==> src/rtl/uart_rx_pkg.sv <==
`timescale 1ns/1ps
package uart_rx_pkg;
  typedef enum logic [2:0] {
    RX_IDLE  = 3'd0,
    RX_START = 3'd1,
    RX_DATA  = 3'd2,
    RX_STOP1 = 3'd3,
    RX_STOP2 = 3'd4,
    RX_WAITH = 3'd5
  } rx_state_e;
endpackage

==> src/rtl/rx_sync.sv <==
`timescale 1ns/1ps
module rx_sync #(
  parameter int STAGES = 2
) (
  input  logic clk_i,
  input  logic rst_ni,
  input  logic d_i,
  output logic q_o
);
  logic [STAGES-1:0] pipe_q;

  // reset to idle-high so no false start after reset
  always_ff @(posedge clk_i or negedge rst_ni) begin
    if (!rst_ni) pipe_q <= '1;
    else         pipe_q <= {pipe_q[STAGES-2:0], d_i};
  end

  assign q_o = pipe_q[STAGES-1];
endmodule

==> src/rtl/rx_frame.sv <==
`timescale 1ns/1ps
module rx_frame
  import uart_rx_pkg::*;
#(
  parameter int OVS    = 16,
  parameter int DATA_W = 8
) (
  input  logic              clk_i,
  input  logic              rst_ni,
  input  logic              tick_i,
  input  logic              line_i,
  input  logic              two_stop_i,
  input  logic              tolerant_i,
  output logic              deliver_o,
  output logic              ferr_o,
  output logic [DATA_W-1:0] byte_o
);
  localparam int CNT_W = $clog2(OVS);
  localparam int BIT_W = $clog2(DATA_W);
  localparam logic [CNT_W-1:0] CNT_MID  = CNT_W'(OVS/2 - 1);
  localparam logic [CNT_W-1:0] CNT_LAST = CNT_W'(OVS - 1);
  localparam logic [BIT_W-1:0] BIT_LAST = BIT_W'(DATA_W - 1);

  rx_state_e         state_q, state_d;
  logic [CNT_W-1:0]  cnt_q, cnt_d;
  logic [BIT_W-1:0]  bit_q, bit_d;
  logic [DATA_W-1:0] shift_q, shift_d;

  always_comb begin
    state_d   = state_q;
    cnt_d     = cnt_q;
    bit_d     = bit_q;
    shift_d   = shift_q;
    deliver_o = 1'b0;
    ferr_o    = 1'b0;
    if (tick_i) begin
      unique case (state_q)
        RX_IDLE: begin
          if (!line_i) begin
            state_d = RX_START;
            cnt_d   = '0;
          end
        end
        RX_START: begin
          if (cnt_q == CNT_MID) begin
            cnt_d   = '0;
            bit_d   = '0;
            state_d = line_i ? RX_IDLE : RX_DATA;
          end else begin
            cnt_d = cnt_q + 1'b1;
          end
        end
        RX_DATA: begin
          if (cnt_q == CNT_LAST) begin
            cnt_d   = '0;
            shift_d = {line_i, shift_q[DATA_W-1:1]};
            if (bit_q == BIT_LAST) state_d = RX_STOP1;
            else                   bit_d   = bit_q + 1'b1;
          end else begin
            cnt_d = cnt_q + 1'b1;
          end
        end
        RX_STOP1: begin
          if (cnt_q == CNT_LAST) begin
            cnt_d = '0;
            if (!line_i) begin
              deliver_o = 1'b1;
              ferr_o    = 1'b1;
              state_d   = RX_WAITH;
            end else if (two_stop_i && !tolerant_i) begin
              state_d = RX_STOP2;
            end else begin
              deliver_o = 1'b1;
              state_d   = RX_IDLE;
            end
          end else begin
            cnt_d = cnt_q + 1'b1;
          end
        end
        RX_STOP2: begin
          if (cnt_q == CNT_LAST) begin
            cnt_d     = '0;
            deliver_o = 1'b1;
            ferr_o    = !line_i;
            state_d   = line_i ? RX_IDLE : RX_WAITH;
          end else begin
            cnt_d = cnt_q + 1'b1;
          end
        end
        RX_WAITH: begin
          if (line_i) state_d = RX_IDLE;
        end
        default: state_d = RX_IDLE;
      endcase
    end
  end

  always_ff @(posedge clk_i or negedge rst_ni) begin
    if (!rst_ni) begin
      state_q <= RX_IDLE;
      cnt_q   <= '0;
      bit_q   <= '0;
      shift_q <= '0;
    end else begin
      state_q <= state_d;
      cnt_q   <= cnt_d;
      bit_q   <= bit_d;
      shift_q <= shift_d;
    end
  end

  assign byte_o = shift_q;
endmodule

==> src/rtl/rx_hold.sv <==
`timescale 1ns/1ps
module rx_hold #(
  parameter int DATA_W = 8
) (
  input  logic              clk_i,
  input  logic              rst_ni,
  input  logic              deliver_i,
  input  logic              ferr_i,
  input  logic [DATA_W-1:0] byte_i,
  input  logic              ack_i,
  output logic [DATA_W-1:0] data_o,
  output logic              valid_o,
  output logic              ferr_o,
  output logic              ovr_o
);
  always_ff @(posedge clk_i or negedge rst_ni) begin
    if (!rst_ni) begin
      data_o  <= '0;
      valid_o <= 1'b0;
      ferr_o  <= 1'b0;
      ovr_o   <= 1'b0;
    end else if (deliver_i) begin
      data_o  <= byte_i;
      ferr_o  <= ferr_i;
      ovr_o   <= valid_o & ~ack_i;  // same-cycle ack counts as read
      valid_o <= 1'b1;
    end else if (ack_i) begin
      valid_o <= 1'b0;
    end
  end
endmodule

==> src/rtl/uart_rx_stoppol.sv <==
`timescale 1ns/1ps
module uart_rx_stoppol #(
  parameter int OVS         = 16,
  parameter int DATA_W      = 8,
  parameter int SYNC_STAGES = 2
) (
  input  logic              clk_i,
  input  logic              rst_ni,
  input  logic              tick_i,
  input  logic              rxd_i,
  input  logic              two_stop_i,
  input  logic              tolerant_i,
  input  logic              ack_i,
  output logic [DATA_W-1:0] data_o,
  output logic              valid_o,
  output logic              frame_err_o,
  output logic              overrun_o
);
  logic              line_s;
  logic              rx_deliver;
  logic              rx_ferr;
  logic [DATA_W-1:0] rx_byte;

  rx_sync #(.STAGES(SYNC_STAGES)) u_sync (
    .clk_i (clk_i),
    .rst_ni(rst_ni),
    .d_i   (rxd_i),
    .q_o   (line_s)
  );

  rx_frame #(.OVS(OVS), .DATA_W(DATA_W)) u_frame (
    .clk_i     (clk_i),
    .rst_ni    (rst_ni),
    .tick_i    (tick_i),
    .line_i    (line_s),
    .two_stop_i(two_stop_i),
    .tolerant_i(tolerant_i),
    .deliver_o (rx_deliver),
    .ferr_o    (rx_ferr),
    .byte_o    (rx_byte)
  );

  rx_hold #(.DATA_W(DATA_W)) u_hold (
    .clk_i    (clk_i),
    .rst_ni   (rst_ni),
    .deliver_i(rx_deliver),
    .ferr_i   (rx_ferr),
    .byte_i   (rx_byte),
    .ack_i    (ack_i),
    .data_o   (data_o),
    .valid_o  (valid_o),
    .ferr_o   (frame_err_o),
    .ovr_o    (overrun_o)
  );
endmodule

==> config.mk <==
export PLATFORM = sky130hd
export DESIGN_NAME = uart_rx_stoppol
export DESIGN_NICKNAME = d
export VERILOG_FILES = /design/src/rtl/uart_rx_pkg.sv /design/src/rtl/rx_sync.sv /design/src/rtl/rx_frame.sv /design/src/rtl/rx_hold.sv /design/src/rtl/uart_rx_stoppol.sv
export SDC_FILE = /design/constraint.sdc
export NUM_CORES = 1
export LEC_CHECK = 0
export CAP_MARGIN = 20
export CORE_MARGIN = 10
export CORE_UTILIZATION = 31
export DETAILED_ROUTE_END_ITERATION = 8
export DONT_BUFFER_PORTS = 1
export GPL_ROUTABILITY_DRIVEN = 0
export GPL_TIMING_DRIVEN = 0
export SETUP_SLACK_MARGIN = 0.2
export SYNTH_ARGS = -nofsm -noshare
export SYNTH_HDL_FRONTEND = slang
export SYNTH_SLANG_ARGS = --single-unit
==> constraint.sdc <==
create_clock -name clk_i -period 2.1 [get_ports clk_i]
set_input_delay 0.21 -clock clk_i [delete_from_list [all_inputs] [get_ports clk_i]]
set_output_delay 0.21 -clock clk_i [all_outputs]
set_load 0.02 [all_outputs]
==> metrics.yaml <==
run_status:
  status: "finished, final reports clean"
sta:
  rsz0062_at_grt: "no"
  fin_hold_ws_ps: 170
  setup_violations: 0
  finalCriticalPeriod_ps: 1780
  finalHoldViolCount: 0
  drv_slew: 0
  fin_ws_ps: 319
  skew_ps: 4.67
  fmax_mhz: 561
  period_share_pct: 84.8
  worst_pin_slew_ps: 363
  tns_ps: 0
  slew_headroom_pct: 75.7
placement:
  place_hpwl_um: 2060
  placed_cell_area_um2: 1560
  pre_cts_slack_ps: 177
  numPortBuffers: 0
finish:
  n_antenna_cell: 0
  final_cell_mix: "dfrtp_1 (29), mux2_1 (10), nand2_1 (9), mux2_2 (9), clkbuf_8 (7)"
  fin_nets: 150
  drive_gt1_share_pct: 29.1
  mostFrequentLayoutCell: "dfrtp_1"
  regArea_um2: 778
  multiInputGateArea_um2: 688
  syn_to_final_growth_pct: 18.6
  stdcell_area_um2: 1770
  fillers: 468
setup_path:
  cp_slowest_cell: "dfrtp_1"
  cp-start-kind: "flip-flop"
  critical_path_class: "flip-flop to flip-flop"
  max_stage_delay_ps: 410
  end_kind: "flip-flop"
  crit_chain: "ha_4, and4_1, o21ai_1, a31oi_2, buf_4, mux2_1"
  critical_path_arrival_ps: 1940
  cp_max_fo: 5
  cp.required_ps: 2260
yosys:
  syn_area_um2: 1500
  ys_warn_count: 0
  synthCells: 125
  ys_seq_area_share_pct: 52.0
  synth_top_flop_cell: "dfrtp_1"
  syn_area_per_cell_um2: 12.0
  synth_cell_type_count: 41
  ys_ff_latch: 31
  async_flop_share_pct: 100
  synth_edf_count: 0
  syn-num-nets: 135
clock_tree:
  cts_sinks: 31
  cts_buffer_depth: 2
  root_buffer: "clkbuf_8"
  cts_buffers: 5
  clkLatencyLatePin_ps: 280
  htreeDepth: 2
  tritoncts: "done"
  path_clk_slew_ps: 60
pwr:
  max-vdd-ir-drop_mv: 0.594
  p_per_area_nw_per_um2: 1100
  power_leakage_nw: 0.849
die:
  dieHeight_um: 89.5
  ioPinCount: 18
  core_um2: 4690
  rows: 25
  start_util_pct: 31.9
  dieArea_um2: 8010
  die_w_um: 89.5
hold_path:
  holdCritPathClass: "input port to flip-flop"
drt:
  antenna_left: 0
  routed-wl-met2_um: 1390
  vias: 986
  top_layer: "met4"
  drt-pass1-iter-count: 4
  routed_wl_um: 2920
  wl_per_cell_um: 15.0
  route.met3.wl_um: 250
  vias_per_cell: 5.06
  drtIter0Drc: 50
  wl_met1_um: 1240
  drc: 0
global_routing:
  grt_pass1_vias: 1032
  grt_max_degree: 32
  grt-ovfl-total: 0
  grt.total_usage_pct: 8.30
  antenna_found_initial: 0
  grt_pass1_wl_um: 5080
job:
  cap_violations: 0
## kinds of logic (layout without fill, tap and decap cells)
logic type	Yosys count	in the layout	synth area share (%)
mux	23	23	17.0
buf+inv	10	26	3.68
compound gates	17	17	7.78
simple gates	41	41	17.1
fa+ha+maj	3	3	2.51
flops	31	31	52.0
## cells in the mapped netlist (2+ instances only)
library cell / number / area (um2)
dfstp_2: 2 / 52.6
inv_1: 5 / 18.8
nor3_1: 2 / 10.0
or2_2: 2 / 12.5
nand2_1: 9 / 33.8
o22ai_1: 2 / 12.5
o21ai_0: 3 / 15.0
mux2_2: 9 / 101
nor2_1: 4 / 15.0
o21ai_1: 5 / 25.0
nand3_2: 2 / 20.0
ha_1: 3 / 37.5
nor3b_1: 2 / 15.0
buf_4: 2 / 15.0
nor2b_1: 2 / 12.5
nor4bb_1: 2 / 20.0
nand3_1: 5 / 25.0
mux2i_1: 4 / 40.0
dfrtp_1: 29 / 726
mux2_1: 10 / 113
## stage by stage
stage / utilization [%] / cells / total power [mW]
2_1_floorplan: - / 125 / 1.27
3_3_place_gp: 33.3 / 179 / 1.35
3_5_place_dp: 33.3 / 179 / 1.39
4_1_cts: 36.9 / 192 / 1.94
5_1_grt: 37.8 / 195 / 2.10
6_report: 37.8 / 195 / 1.96
## flip-flops by register name (all words and copies together) (netlist names)
register / count
u_hold.data_o: 8
u_frame.byte_o: 8
u_hold.valid_o: 1
u_hold.ovr_o: 1
u_sync.pipe_q: 2
u_hold.ferr_o: 1
u_frame.state_q: 3
u_frame.bit_q: 3
u_frame.cnt_q: 4
## final timing paths
check / startpoint / to / slack (ps) / cells after the start
worst max register to register: u_frame.cnt_q[0]$_DFFE_PN0P_ / u_hold.data_o[7]$_DFFE_PN0P_ / 320 / 6
min in group asynchronous: rst_ni / u_frame.cnt_q[1]$_DFFE_PN0P_ / 360 / 2
worst max-delay path: u_frame.cnt_q[0]$_DFFE_PN0P_ / u_hold.data_o[7]$_DFFE_PN0P_ / 320 / 6
worst min-delay path: tick_i / u_frame.cnt_q[1]$_DFFE_PN0P_ / 170 / 2
worst min register to register: u_sync.pipe_q[0]$_DFF_PN1_ / u_sync.pipe_q[1]$_DFF_PN1_ / 360 / 0
max in group asynchronous: rst_ni / u_sync.pipe_q[1]$_DFF_PN1_ / 1500 / 2
## worst max-delay path, delay by kind of cell (launching register included)
family          cells  cell delay [ps]
compound gates      2              340
flops               1              410
fa+ha+maj           1              170
simple gates        1              240
mux                 1              310
buf+inv             1              190
## routing by layer
metal / GRT usage, % / vias to the layer above
met3: 4.56 / 5
met4: 3.03 / 0
met1: 9.33 / 478
li1: - / 476
met2: 12.9 / 27
met5: 0 / -
## cell type report
type | count | area share [%]
Timing Repair Buffer | 8 | 4.37
Multi-Input combinational cell | 84 | 38.8
Clock inverter | 1 | 0.423
Buffer | 5 | 2.26
Tap cell | 54 | 3.81
Inverter | 5 | 1.06
Sequential cell | 31 | 43.9
Clock buffer | 7 | 5.43
## power breakdown
| group | switching (mW) | leakage [nW] | internal, mW |
|---|---|---|---|
| Combinational | 0.317 | 0.400 | 0.309 |
| Sequential | 0.122 | 0.398 | 0.693 |
| Clock | 0.221 | 0.0505 | 0.298 |
## what timing repair did
item | CTS | global route
hold endpoints to repair | 32 | 0
resized for setup | 3 | 4
gates cloned | 1 | 0
hold buffers | 3 | 0
endpoints found under the setup margin | 8 | 10
buffers inserted | 1 | 3
Power figures use the tool's default switching activity.
